`src/rtl/thre_pkg.sv`:
```
package thre_pkg;

   typedef enum logic {
      SRC_TICK_COUNT = 1'b0,
      SRC_STOP_PHASE = 1'b1
   } expire_src_e;

   function automatic logic [15:0] sat_diff(input logic [15:0] a, input logic [15:0] b);
      return (a > b) ? (a - b) : 16'd0;
   endfunction

endpackage

```
`src/rtl/thre_occupancy.sv`:
```
module thre_occupancy #(
   parameter int CNT_W = 5
) (
   input  logic             clk,
   input  logic             rst_n,
   input  logic [CNT_W-1:0] fifo_count,
   input  logic             fifo_en,
   input  logic             status_set,
   output logic             empty,
   output logic             empty_rise,
   output logic             en_rise,
   output logic             multi_seen
);

   localparam logic [CNT_W-1:0] TWO = CNT_W'(2);

   logic empty_q;
   logic en_q;
   logic multi_q;

   assign empty      = (fifo_count == '0);
   assign empty_rise = fifo_en & empty & ~empty_q;
   assign en_rise    = fifo_en & ~en_q;
   assign multi_seen = multi_q;

   always_ff @(posedge clk or negedge rst_n) begin
      if (!rst_n) begin
         empty_q <= 1'b1;
         en_q    <= 1'b0;
      end else begin
         empty_q <= empty;
         en_q    <= fifo_en;
      end
   end

   always_ff @(posedge clk or negedge rst_n) begin
      if (!rst_n) begin
         multi_q <= 1'b0;
      end else if (!fifo_en) begin
         multi_q <= 1'b0;
      end else if (fifo_count >= TWO) begin
         multi_q <= 1'b1;
      end else if (status_set) begin
         multi_q <= 1'b0;
      end
   end

endmodule

```
`src/rtl/thre_delay.sv`:
```
module thre_delay
   import thre_pkg::*;
#(
   parameter int          DLY_W      = 8,
   parameter expire_src_e EXPIRE_SRC = SRC_TICK_COUNT
) (
   input  logic             clk,
   input  logic             rst_n,
   input  logic             fifo_en,
   input  logic             start,
   input  logic             empty,
   input  logic             tick,
   input  logic             stop_phase,
   input  logic [DLY_W-1:0] load_val,
   output logic             expire
);

   logic pending_q;

   generate
      if (EXPIRE_SRC == SRC_TICK_COUNT) begin : g_count
         logic [DLY_W-1:0] cnt_q;
         logic             done;
         logic             unused_stop;

         assign unused_stop = stop_phase;
         assign done        = pending_q & (cnt_q == '0);
         assign expire      = done & empty;

         always_ff @(posedge clk or negedge rst_n) begin
            if (!rst_n) begin
               pending_q <= 1'b0;
               cnt_q     <= '0;
            end else if (!fifo_en) begin
               pending_q <= 1'b0;
               cnt_q     <= '0;
            end else if (start) begin
               pending_q <= 1'b1;
               cnt_q     <= load_val;
            end else if (pending_q && !empty) begin
               pending_q <= 1'b0;
            end else if (done) begin
               pending_q <= 1'b0;
            end else if (pending_q && tick) begin
               cnt_q     <= cnt_q - 1'b1;
            end
         end
      end else begin : g_phase
         logic stop_q;
         logic stop_edge;
         logic unused_cnt;

         assign unused_cnt = ^{tick, load_val};
         assign stop_edge  = stop_phase & ~stop_q;
         assign expire     = pending_q & stop_edge & empty;

         always_ff @(posedge clk or negedge rst_n) begin
            if (!rst_n) begin
               stop_q <= 1'b0;
            end else begin
               stop_q <= stop_phase;
            end
         end

         always_ff @(posedge clk or negedge rst_n) begin
            if (!rst_n) begin
               pending_q <= 1'b0;
            end else if (!fifo_en) begin
               pending_q <= 1'b0;
            end else if (start) begin
               pending_q <= 1'b1;
            end else if (pending_q && (!empty || stop_edge)) begin
               pending_q <= 1'b0;
            end
         end
      end
   endgenerate

endmodule

```
`src/rtl/thre_req.sv`:
```
module thre_req (
   input  logic clk,
   input  logic rst_n,
   input  logic fifo_en,
   input  logic empty,
   input  logic status_set,
   input  logic thr_wr,
   input  logic iir_rd,
   input  logic tx_ie,
   output logic thre_status,
   output logic thre_irq
);

   logic status_q;
   logic req_q;

   always_ff @(posedge clk or negedge rst_n) begin
      if (!rst_n) begin
         status_q <= 1'b0;
      end else if (!fifo_en || !empty) begin
         status_q <= 1'b0;
      end else if (status_set) begin
         status_q <= 1'b1;
      end
   end

   always_ff @(posedge clk or negedge rst_n) begin
      if (!rst_n) begin
         req_q <= 1'b0;
      end else if (!fifo_en || thr_wr || iir_rd) begin
         req_q <= 1'b0;
      end else if (status_set) begin
         req_q <= 1'b1;
      end
   end

   assign thre_status = status_q;
   assign thre_irq    = req_q & tx_ie;

endmodule

```
`src/rtl/thre_irq_gen.sv`:
```
module thre_irq_gen
   import thre_pkg::*;
#(
   parameter int          CNT_W      = 5,
   parameter int          DLY_W      = 8,
   parameter expire_src_e EXPIRE_SRC = SRC_TICK_COUNT
) (
   input  logic             clk,
   input  logic             rst_n,
   input  logic [CNT_W-1:0] fifo_count,
   input  logic             thr_wr,
   input  logic             iir_rd,
   input  logic             fifo_en,
   input  logic             tx_ie,
   input  logic             tick,
   input  logic             stop_phase,
   input  logic [DLY_W-1:0] char_ticks,
   input  logic [DLY_W-1:0] stop_ticks,
   output logic             thre_status,
   output logic             thre_irq
);

   localparam int DIFF_W = 16;

   if (CNT_W < 2) begin : g_bad_cnt
      $error("thre_irq_gen: CNT_W must be at least 2");
   end
   if (DLY_W < 1 || DLY_W > DIFF_W) begin : g_bad_dly
      $error("thre_irq_gen: DLY_W must be within 1..16");
   end

   logic             empty;
   logic             empty_rise;
   logic             en_rise;
   logic             multi_seen;
   logic             expire;
   logic             immediate;
   logic             start_dly;
   logic             status_set;
   logic [DLY_W-1:0] load_val;

   assign load_val   = DLY_W'(sat_diff(DIFF_W'(char_ticks), DIFF_W'(stop_ticks)));
   assign immediate  = (en_rise & empty) | (empty_rise & multi_seen);
   assign start_dly  = empty_rise & ~multi_seen & ~en_rise;
   assign status_set = immediate | expire;

   thre_occupancy #(.CNT_W(CNT_W)) u_occ (
      .clk        (clk),
      .rst_n      (rst_n),
      .fifo_count (fifo_count),
      .fifo_en    (fifo_en),
      .status_set (status_set),
      .empty      (empty),
      .empty_rise (empty_rise),
      .en_rise    (en_rise),
      .multi_seen (multi_seen)
   );

   thre_delay #(.DLY_W(DLY_W), .EXPIRE_SRC(EXPIRE_SRC)) u_dly (
      .clk        (clk),
      .rst_n      (rst_n),
      .fifo_en    (fifo_en),
      .start      (start_dly),
      .empty      (empty),
      .tick       (tick),
      .stop_phase (stop_phase),
      .load_val   (load_val),
      .expire     (expire)
   );

   thre_req u_req (
      .clk         (clk),
      .rst_n       (rst_n),
      .fifo_en     (fifo_en),
      .empty       (empty),
      .status_set  (status_set),
      .thr_wr      (thr_wr),
      .iir_rd      (iir_rd),
      .tx_ie       (tx_ie),
      .thre_status (thre_status),
      .thre_irq    (thre_irq)
   );

endmodule

```
`config.mk`:
```
export PLATFORM = sky130hd
export DESIGN_NAME = thre_irq_gen
export DESIGN_NICKNAME = d
export VERILOG_FILES = /design/src/rtl/thre_pkg.sv /design/src/rtl/thre_occupancy.sv /design/src/rtl/thre_delay.sv /design/src/rtl/thre_req.sv /design/src/rtl/thre_irq_gen.sv
export SDC_FILE = /design/constraint.sdc
export NUM_CORES = 1
export LEC_CHECK = 0
export BUFFER_PORTS_ARGS = -buffer_cell sky130_fd_sc_hd__buf_4
export CAP_MARGIN = 15
export CORE_AREA = 10 10 63 60
export CTS_CLUSTER_DIAMETER = 40
export CTS_CLUSTER_SIZE = 28
export DETAILED_ROUTE_END_ITERATION = 8
export DIE_AREA = 0 0 73 70
export PLACE_DENSITY_LB_ADDON = 0.15
export SLEW_MARGIN = 10
export SYNTH_ARGS = -nofsm -noshare
export SYNTH_HDL_FRONTEND = slang
export SYNTH_SLANG_ARGS = --single-unit
```
`constraint.sdc`:
```
create_clock -name clk -period 2.6 [get_ports clk]
set_clock_uncertainty 0.15 [all_clocks]
set_input_delay 0.13 -clock clk [delete_from_list [all_inputs] [get_ports clk]]
set_output_delay 0.13 -clock clk [all_outputs]
set_load 0.01 [all_outputs]
```
# Word-level counts from Yosys, hierarchy flattened
# Index checks and enable logic that the tools add are counted.
[totals]
ff_bits = 14
in_bits = 29
elab_cells = 60
[op_classes]
addsub = 2
order_cmp = 2
eq_ne = 5
mux = 16
bitwise_logic = 16
reduce_logical = 12
[ops]
columns = ["op", "count"]
rows = [
  ["$mux 8", 6],
  ["$and 1x1->1", 10],
  ["$mux 1", 10],
  ["$gt 8x8->1", 1],
  ["$logic_not 8->1", 1],
  ["$sub 8x1->8 const B", 1],
  ["$sub 8x8->8", 1],
  ["$ne 3x1->1 const B", 2],
  ["$ne 3x3->1 const B", 2],
  ["$ge 5x2->1 const B", 1],
  ["$logic_not 5->1", 1],
  ["$ne 4x1->1 const B", 1],
  ["$not 1->1", 4],
  ["$reduce_bool 2->1", 2],
  ["$logic_or 1x1->1", 3],
  ["$reduce_and 3->1", 1],
  ["$logic_and 1x1->1", 2],
  ["$logic_not 1->1", 2],
  ["$or 1x1->1", 2],
]

# Longest topological paths before layout
# Gate-level depths: netlist of the first run.
[depth]
word_depth = 9
mapped_depth = 9

# By module
# A second synthesis of the first run with hierarchy kept.
[hier_totals]
cells_unflattened = 139
hier_area_um2 = 1221.2
[modules_own_cells]
columns = ["mod", "n_inst", "cells_each", "area_each_um2", "seq_area_each_um2"]
rows = [
  ["thre_delay", 1, 62, 591.8, 225.2],
  ["thre_irq_gen", 1, 62, 417.9, 0.0],
  ["thre_occupancy", 1, 9, 126.4, 76.3],
  ["thre_req", 1, 6, 85.1, 50.0],
]

# Worst setup path before layout of the first run
# Ideal clock, no wire load.
[synth_timing]
kind = "register -> register"
startpoint = "register u_dly.g_count.cnt_q[4]"
endpoint = "register u_dly.g_count.cnt_q[7]"
arrival_time_ps = 1594
required_time_ps = 2368
path_slack_ps = 774
stages_incl_launch_ff = 6
n_path_buf = 0
path_cell_list = "dfrtp_1 > nor4_1 > a21boi_2 > and2_4 > a41o_2 > o22ai_1"
[synth_between]
elab_chain_cells = 6
[synth_lines]
columns = ["element", "line_no", "rtl"]
rows = [
  ["start: declaration", "thre_delay.sv:22", "logic [DLY_W-1:0] cnt_q;"],
  ["start signal: assignment", "thre_delay.sv:39", "cnt_q <= load_val;"],
  ["start signal: assignment", "thre_delay.sv:45", "cnt_q <= cnt_q - 1'b1;"],
  ["$sub 8x1->8", "thre_delay.sv:45", ""],
  ["$mux 8", "thre_delay.sv:44", "end else if (pending_q && tick) begin"],
  ["$mux 8", "thre_delay.sv:42", "end else if (done) begin"],
  ["$mux 8", "thre_delay.sv:40", "end else if (pending_q && !empty) begin"],
  ["$mux 8", "thre_delay.sv:37", "end else if (start) begin"],
  ["$mux 8", "thre_delay.sv:34", "end else if (!fifo_en) begin"],
]
# Parallel ways exist; a longest one is shown, timed or not. The select of a mux whose other input is x is not followed.
# A chain may end at the register's enable or synchronous reset.

# Worst setup path after layout of the first run
[layout_timing]
startpoint = "register u_dly.g_count.cnt_q[0]"
endpoint = "register u_req.req_q"
[layout_between]
elab_chain_cells = 5
[layout_lines]
columns = ["element", "line_no", "rtl"]
rows = [
  ["$logic_not 8->1", "thre_delay.sv:27", "assign done = pending_q & (cnt_q == '0);"],
  ["$and 1x1->1", "thre_delay.sv:27", ""],
  ["$and 1x1->1", "thre_delay.sv:28", "assign expire = done & empty;"],
  ["$or 1x1->1", "thre_irq_gen.sv:45", "assign status_set = immediate | expire;"],
  ["$reduce_bool 2->1 (no line)", "n/a", ""],
  ["end signal: assignment", "thre_req.sv:29", "req_q <= 1'b0;"],
  ["end signal: assignment", "thre_req.sv:31", "req_q <= 1'b0;"],
  ["end signal: assignment", "thre_req.sv:33", "req_q <= 1'b1;"],
  ["end: declaration", "thre_req.sv:15", "logic req_q;"],
]
# Every way passes these cells.

==> flow_summary.ini, run 1 <==
[logic_synthesis]
synth_top_family_by_area = simple AND/OR/NAND/NOR gates
synth_seq_cells = 14
synthAdderAreaFrac = 0.120
synth-compound-area-share = 0.193
synth.distinct_cells = 48
synth_nets = 175
yosysWarningCount = 0
syn-mean-instance-area_sq_um = 8.99
ys.flop_type = dfrtp_1
async_reset_ff_frac = 1.00
synth_xor_area_frac = 0.0649
synth_edf_count = 0
netlist_instances = 135
synthMuxAreaShare = 0.0165
syn_area_sq_um = 1210
synth-simple-area-share = 0.252
seq_area_frac_synth = 0.290

[setup_path]
cp_cell_sequence = inv_1, ha_1, nor3b_2, nand3_1, a21boi_2, nor2_1, nor4b_1, dlygate4sd3_1
r2r_cells = 8
cp_num_buf_inv = 2
crit_family = buffers and inverters
cp.required_ns = 2.68
r2r-start = u_dly.g_count.cnt_q[0]$_DFFE_PN0P_
critPathMaxFanout = 3
crit_path_start = u_dly.g_count.cnt_q[0]$_DFFE_PN0P_
cp-start-kind = flip-flop
worstSetupEndpointType = flip-flop
slowest_stage = dlygate4sd3_1
slowest_delay_ns = 0.58
r2r_setup_slack_ns = 0.33
worstPathArrival_ns = 2.34
r2r_end = u_req.req_q$_DFFE_PN0P_
critPathKind = flip-flop to flip-flop

[clock_network]
clockBufferDepth = 2
clk_pin_slew_worst_paths_ns = 0.09
cts_tree = built
postCtsSetupBuffers = 0
numClockSinks = 14
numCtsBuffers = 3
clk_latency_ns = 0.28
cts_root_buffer = clkbuf_4
htreeDepth = 1

[floorplan]
rows = 18
dieArea_sq_um = 5110
coreArea_sq_um = 2570
dieHeight_microns = 70
die_w_microns = 73
ios = 31
start_util = 0.473

[sta]
setup_viol = 0
setup_tns_ns = 0
period_minus_slack_ns = 2.27
drv_slew = 0
max_freq_mhz = 441
tightest_slew_ns = 0.440
timing.final.crit_share = 0.872
setup_slack_ns = 0.332
relSlewSlack = 0.706
rsz0062_at_grt = false
hold_viol = 0

[status]
outcome = finished, final reports clean

[cells_and_area]
final_nets = 213
multiInputGateArea_sq_um = 807
fillers = 228
drive_above_1_share = 0.279
regArea_sq_um = 352
fin_util = 0.609
diodes = 0
areaGrowthSynthToFinish_pct = 28.8

[detailed_routing]
wl_per_cell_microns = 13.9
routed_wl_mm = 2.81
post-route-drc-count = 0
ant_nets = 0
num_vias = 1117
drt_iter0_markers = 80
first_pass_iters = 4
viasPerCell = 5.53

[placed_design]
port_buffers = 29
gp_congestion = 0.885
post-place-ws_ns = 0.545
dp_hpwl_mm = 2.36

[global_route]
grt_max_degree = 15
grt_first_pass_wirelength_mm = 4.89
antenna_found_initial = 0
gr-total-overflow = 0
grt_pass1_vias = 1118
grtUsageTotal = 0.113

[power_and_ir_drop]
power_density_nw_per_um2 = 352
leakage_nw = 0.746
ir_drop_v = 0.000352

[job]
maxCapViolations = 0

[min_path]
hp-class = primary input to asynchronous set/reset pin
## area by class of cell
| cell class | count | area share |
|---|---|---|
| well taps | 30 | 0.0240 |
| repair buffers | 35 | 0.178 |
| clock buffers | 4 | 0.0232 |
| multi-input cells | 105 | 0.516 |
| inverters | 14 | 0.0336 |
| flip-flops and latches | 14 | 0.225 |
## metrics by stage
step / power [mW] / hold slack (ns) / cells / area [sq um]
final: 0.551 / 0.0715 / 202 / 1560
after global routing: 0.583 / 0.0868 / 202 / 1560
after CTS: 0.552 / 0.0777 / 202 / 1540
after detailed placement: 0.389 / -0.158 / 192 / 1440
after global placement: 0.385 / -0.162 / 192 / 1440
after floorplan: 0.331 / -0.316 / 135 / 1210
## cell families after synthesis
kind of cell / Yosys count
AND/OR/NAND/NOR: 52
AO/OA/AOI/OAI: 31
buffers and inverters: 16
flip-flops: 14
adder cells (fa/ha/maj): 11
XOR/XNOR: 9
multiplexers: 2
## worst register-to-register path, cell delays in order, from the launching register on
cell and delay [ns]:
dfrtp_1 0.39, inv_1 0.11, ha_1 0.15, nor3b_2 0.20
nand3_1 0.14, a21boi_2 0.21, nor2_1 0.06, nor4b_1 0.21
dlygate4sd3_1 0.58
## state kept, by name, indices dropped and copies added, names as in the netlist
name	cells
u_dly.g_count.cnt_q	8
u_dly.pending_q	1
u_occ.empty_q	1
u_occ.en_q	1
u_occ.multi_seen	1
u_req.req_q	1
u_req.thre_status	1
## synthesized netlist by cell type (2+ instances only)
cell	n	area (sq um)
a21oi_1	5	25.0
a21o_1	2	15.0
o22ai_1	4	25.0
nor2b_1	4	25.0
o21a_1	3	22.5
nand3_1	5	25.0
nor3b_1	2	15.0
ha_1	10	125
nand4_1	5	31.3
xnor2_1	5	43.8
mux2i_1	2	20.0
dfrtp_1	13	325
nor4_1	2	12.5
a31oi_1	2	12.5
o21ai_0	3	15.0
nand2_1	7	26.3
nor3_1	4	20.0
xor2_1	4	35.0
inv_1	14	52.6
nor2_1	11	41.3
## cells in the final DEF, fill, tap and decap left out, types with 2 or more instances in the layout
| cell | synthesis | layout |
|---|---|---|
| a21boi_2 | 1 | 2 |
| a21o_1 | 2 | 2 |
| a21oi_1 | 5 | 5 |
| a31oi_1 | 2 | 2 |
| buf_4 | 0 | 29 |
| clkbuf_4 | 0 | 3 |
| dfrtp_1 | 13 | 13 |
| dlygate4sd3_1 | 0 | 6 |
| ha_1 | 10 | 10 |
| inv_1 | 14 | 14 |
| mux2i_1 | 2 | 2 |
| nand2_1 | 7 | 7 |
| nand3_1 | 5 | 5 |
| nand4_1 | 5 | 5 |
| nor2_1 | 11 | 11 |
| nor2b_1 | 4 | 4 |
| nor3_1 | 4 | 4 |
| o21a_1 | 3 | 3 |
| o21ai_0 | 3 | 3 |
| o22ai_1 | 4 | 4 |
| xnor2_1 | 5 | 5 |
| xor2_1 | 4 | 4 |
## worst max-delay path by stage
stage / endpoint / cells after the start
2_1_floorplan: u_dly.g_count.cnt_q[7]$_DFFE_PN0P_ / 5
3_3_place_gp: u_dly.g_count.cnt_q[7]$_DFFE_PN0P_ / 5
3_5_place_dp: u_dly.g_count.cnt_q[7]$_DFFE_PN0P_ / 5
4_1_cts: u_req.req_q$_DFFE_PN0P_ / 6
5_1_grt: u_req.req_q$_DFFE_PN0P_ / 8
6_report: u_req.req_q$_DFFE_PN0P_ / 8
## power breakdown
| group | internal (mW) | switching (mW) |
|---|---|---|
| clock network | 0.0852 | 0.0738 |
| logic | 0.0836 | 0.0819 |
| registers | 0.223 | 0.00372 |
| total | 0.391 | 0.159 |
## per-layer routing
layer / wire (microns) / share of wire / up-vias / GRT usage
met2: 1310 / 0.47 / 29 / 0.172
met4: 15 / 0.0053 / 0 / 0.0253
met5: 0 / 0 / - / 0
met3: 122 / 0.043 / 2 / 0.0282
met1: 1360 / 0.48 / 527 / 0.155
li1: - / - / 559 / -
## timing repair
action / in CTS / in global routing
hold endpoints to repair: 19 / 0
gates resized for setup: 0 / 4
hold buffers: 6 / 0
endpoints found under the setup margin: 0 / 1
Power figures use the tool's default switching activity.
==> inputs of run 2 (changes only) <==
Clock period 2.6 ns to 2.9 ns, I/O delays scaled along.
==> run 2 against run 1 <==
Fmax is 16% lower. Clock-buffer cell count stayed put. Core utilization is 0.93 points lower. Via count is 1.9% lower. Power is 11% lower. Cell count stayed put. Global-route usage is 0.15 points higher. Non-clock buffer count stayed put. Worst hold slack better by 0.023 ns. Setup slack worse by 0.13 ns. Routed wire length is 0.46% higher. Design area is 1.5% lower. Critical endpoint unchanged.
==> flow_summary.ini, run 2 (synthesis results as in run 1) <==
[detailed_routing]
viasPerCell = 5.43
wl_per_cell_microns = 14.0
routed_wl_mm = 2.82
num_vias = 1096
first_pass_iters = 4
ant_nets = 0
post-route-drc-count = 0
drt_iter0_markers = 82

[setup_path]
cp_cell_sequence = nor4_1, nand3_1, a21boi_1, nor2_1, nor4b_1, dlygate4sd3_1
worstPathArrival_ns = 2.77
slowest_stage = nor4_1
slowest_delay_ns = 0.63
r2r_setup_slack_ns = 0.20
worstSetupEndpointType = flip-flop
cp.required_ns = 2.97
critPathMaxFanout = 4
critPathKind = flip-flop to flip-flop
cp-start-kind = flip-flop
r2r_cells = 6

[cells_and_area]
diodes = 0
final_nets = 213
largest_reg_flops = 8
mostFrequentLayoutCells = buf_4, inv_1, dfrtp_1
areaGrowthSynthToFinish_pct = 26.8
final_common_cell = buf_4
largest-register = u_dly.g_count.cnt_q
fin_util = 0.599
drive_above_1_share = 0.262

[floorplan]
dieArea_sq_um = 5110
coreArea_sq_um = 2570
start_util = 0.473
rows = 18
dieHeight_microns = 70
ios = 31
die_w_microns = 73

[sta]
period_minus_slack_ns = 2.70
tightest_slew_ns = 0.683
rsz0062_at_grt = false
relSlewSlack = 0.541
drv_slew = 0
setup_tns_ns = 0
max_freq_mhz = 370
hold_viol = 0
timing.final.crit_share = 0.931
setup_viol = 0

[power_and_ir_drop]
ir_drop_v = 0.000270
seqPwrFrac = 0.414
leakage_nw = 0.736
power_frac_comb = 0.300
internal_power_mw = 0.350
clockPowerShare = 0.287
netSwitchingFraction = 0.286
switchingPower_mw = 0.140
power_density_nw_per_um2 = 319

[status]
outcome = finished, final reports clean

[clock_network]
htreeDepth = 1
clk_pin_slew_worst_paths_ns = 0.09
cts_tree = built
postCtsSetupBuffers = 0
cts_root_buffer = clkbuf_4
clockBufferDepth = 2
numClockSinks = 14
numCtsBuffers = 3
clk_latency_ns = 0.28

[min_path]
hp-class = primary input to asynchronous set/reset pin

[placed_design]
gp_congestion = 0.876
port_buffers = 29
dp_hpwl_mm = 2.38

[global_route]
grt_max_degree = 15
antenna_found_initial = 0
grt_pass1_vias = 1148
gr-total-overflow = 0
grt_first_pass_wirelength_mm = 4.94
grtUsageTotal = 0.115

[job]
maxCapViolations = 0
run 2: area by class of cell:
class                      instances  area (sq um)
fill                             254          1030
multi-input combinational        105           783
sequential                        14           352
timing repair buffer              35           278
inverter                          14          52.6
tap                               30          37.5
clock buffer                       4          36.3
run 2: what timing repair did:
| item | CTS | global route |
|---|---|---|
| hold endpoints to repair | 17 | 0 |
| gates resized for setup | 0 | 0 |
| hold buffers | 6 | 0 |
run 2: per-stage QoR:
stage	instance area, sq um	hold slack, ns	cells	setup slack, ns	total power [mW]
after global routing	1540	0.103	202	0.00698	0.525
after detailed placement	1440	-0.142	192	0.833	0.349
final	1540	0.0944	202	0.200	0.490
after floorplan	1210	-0.301	135	1.07	0.297
after global placement	1440	-0.146	192	0.860	0.345
after CTS	1540	0.0945	202	0.311	0.496
run 2: power by group through the flow:
stage	Combinational [mW]	Sequential [mW]	Clock [mW]
finish	0.147	0.203	0.141
global route	0.165	0.203	0.157
CTS	0.147	0.203	0.146
detailed placement	0.142	0.207	0
global placement	0.139	0.206	0
floorplan	0.0913	0.206	0
run 2: worst max-delay path: cells and delay by family, from the launching register on:
kind                   cells  cell delay [ns]
flip-flops                 1             0.41
AO/OA/AOI/OAI              1             0.30
buffers and inverters      1             0.61
AND/OR/NAND/NOR            4             1.17
run 2: final timing paths:
path	from	end
min	rst_n	u_occ.en_q$_DFF_PN0_
min reg2reg	u_req.thre_status$_DFFE_PN0P_	u_req.thre_status$_DFFE_PN0P_
max in group asynchronous	rst_n	u_occ.empty_q$_DFF_PN1_
min in group clk	fifo_count[3]	u_occ.multi_seen$_DFFE_PN0P_
max	u_dly.g_count.cnt_q[4]$_DFFE_PN0P_	u_req.req_q$_DFFE_PN0P_
max reg2reg	u_dly.g_count.cnt_q[4]$_DFFE_PN0P_	u_req.req_q$_DFFE_PN0P_
run 2: metal layers:
| layer | routed length, microns | vias up | global-route usage |
|---|---|---|---|
| li1 | - | 559 | - |
| met1 | 1350 | 515 | 0.145 |
| met2 | 1350 | 20 | 0.184 |
| met3 | 95 | 2 | 0.0297 |
| met4 | 27 | 0 | 0.0338 |
| met5 | 0 | - | 0 |
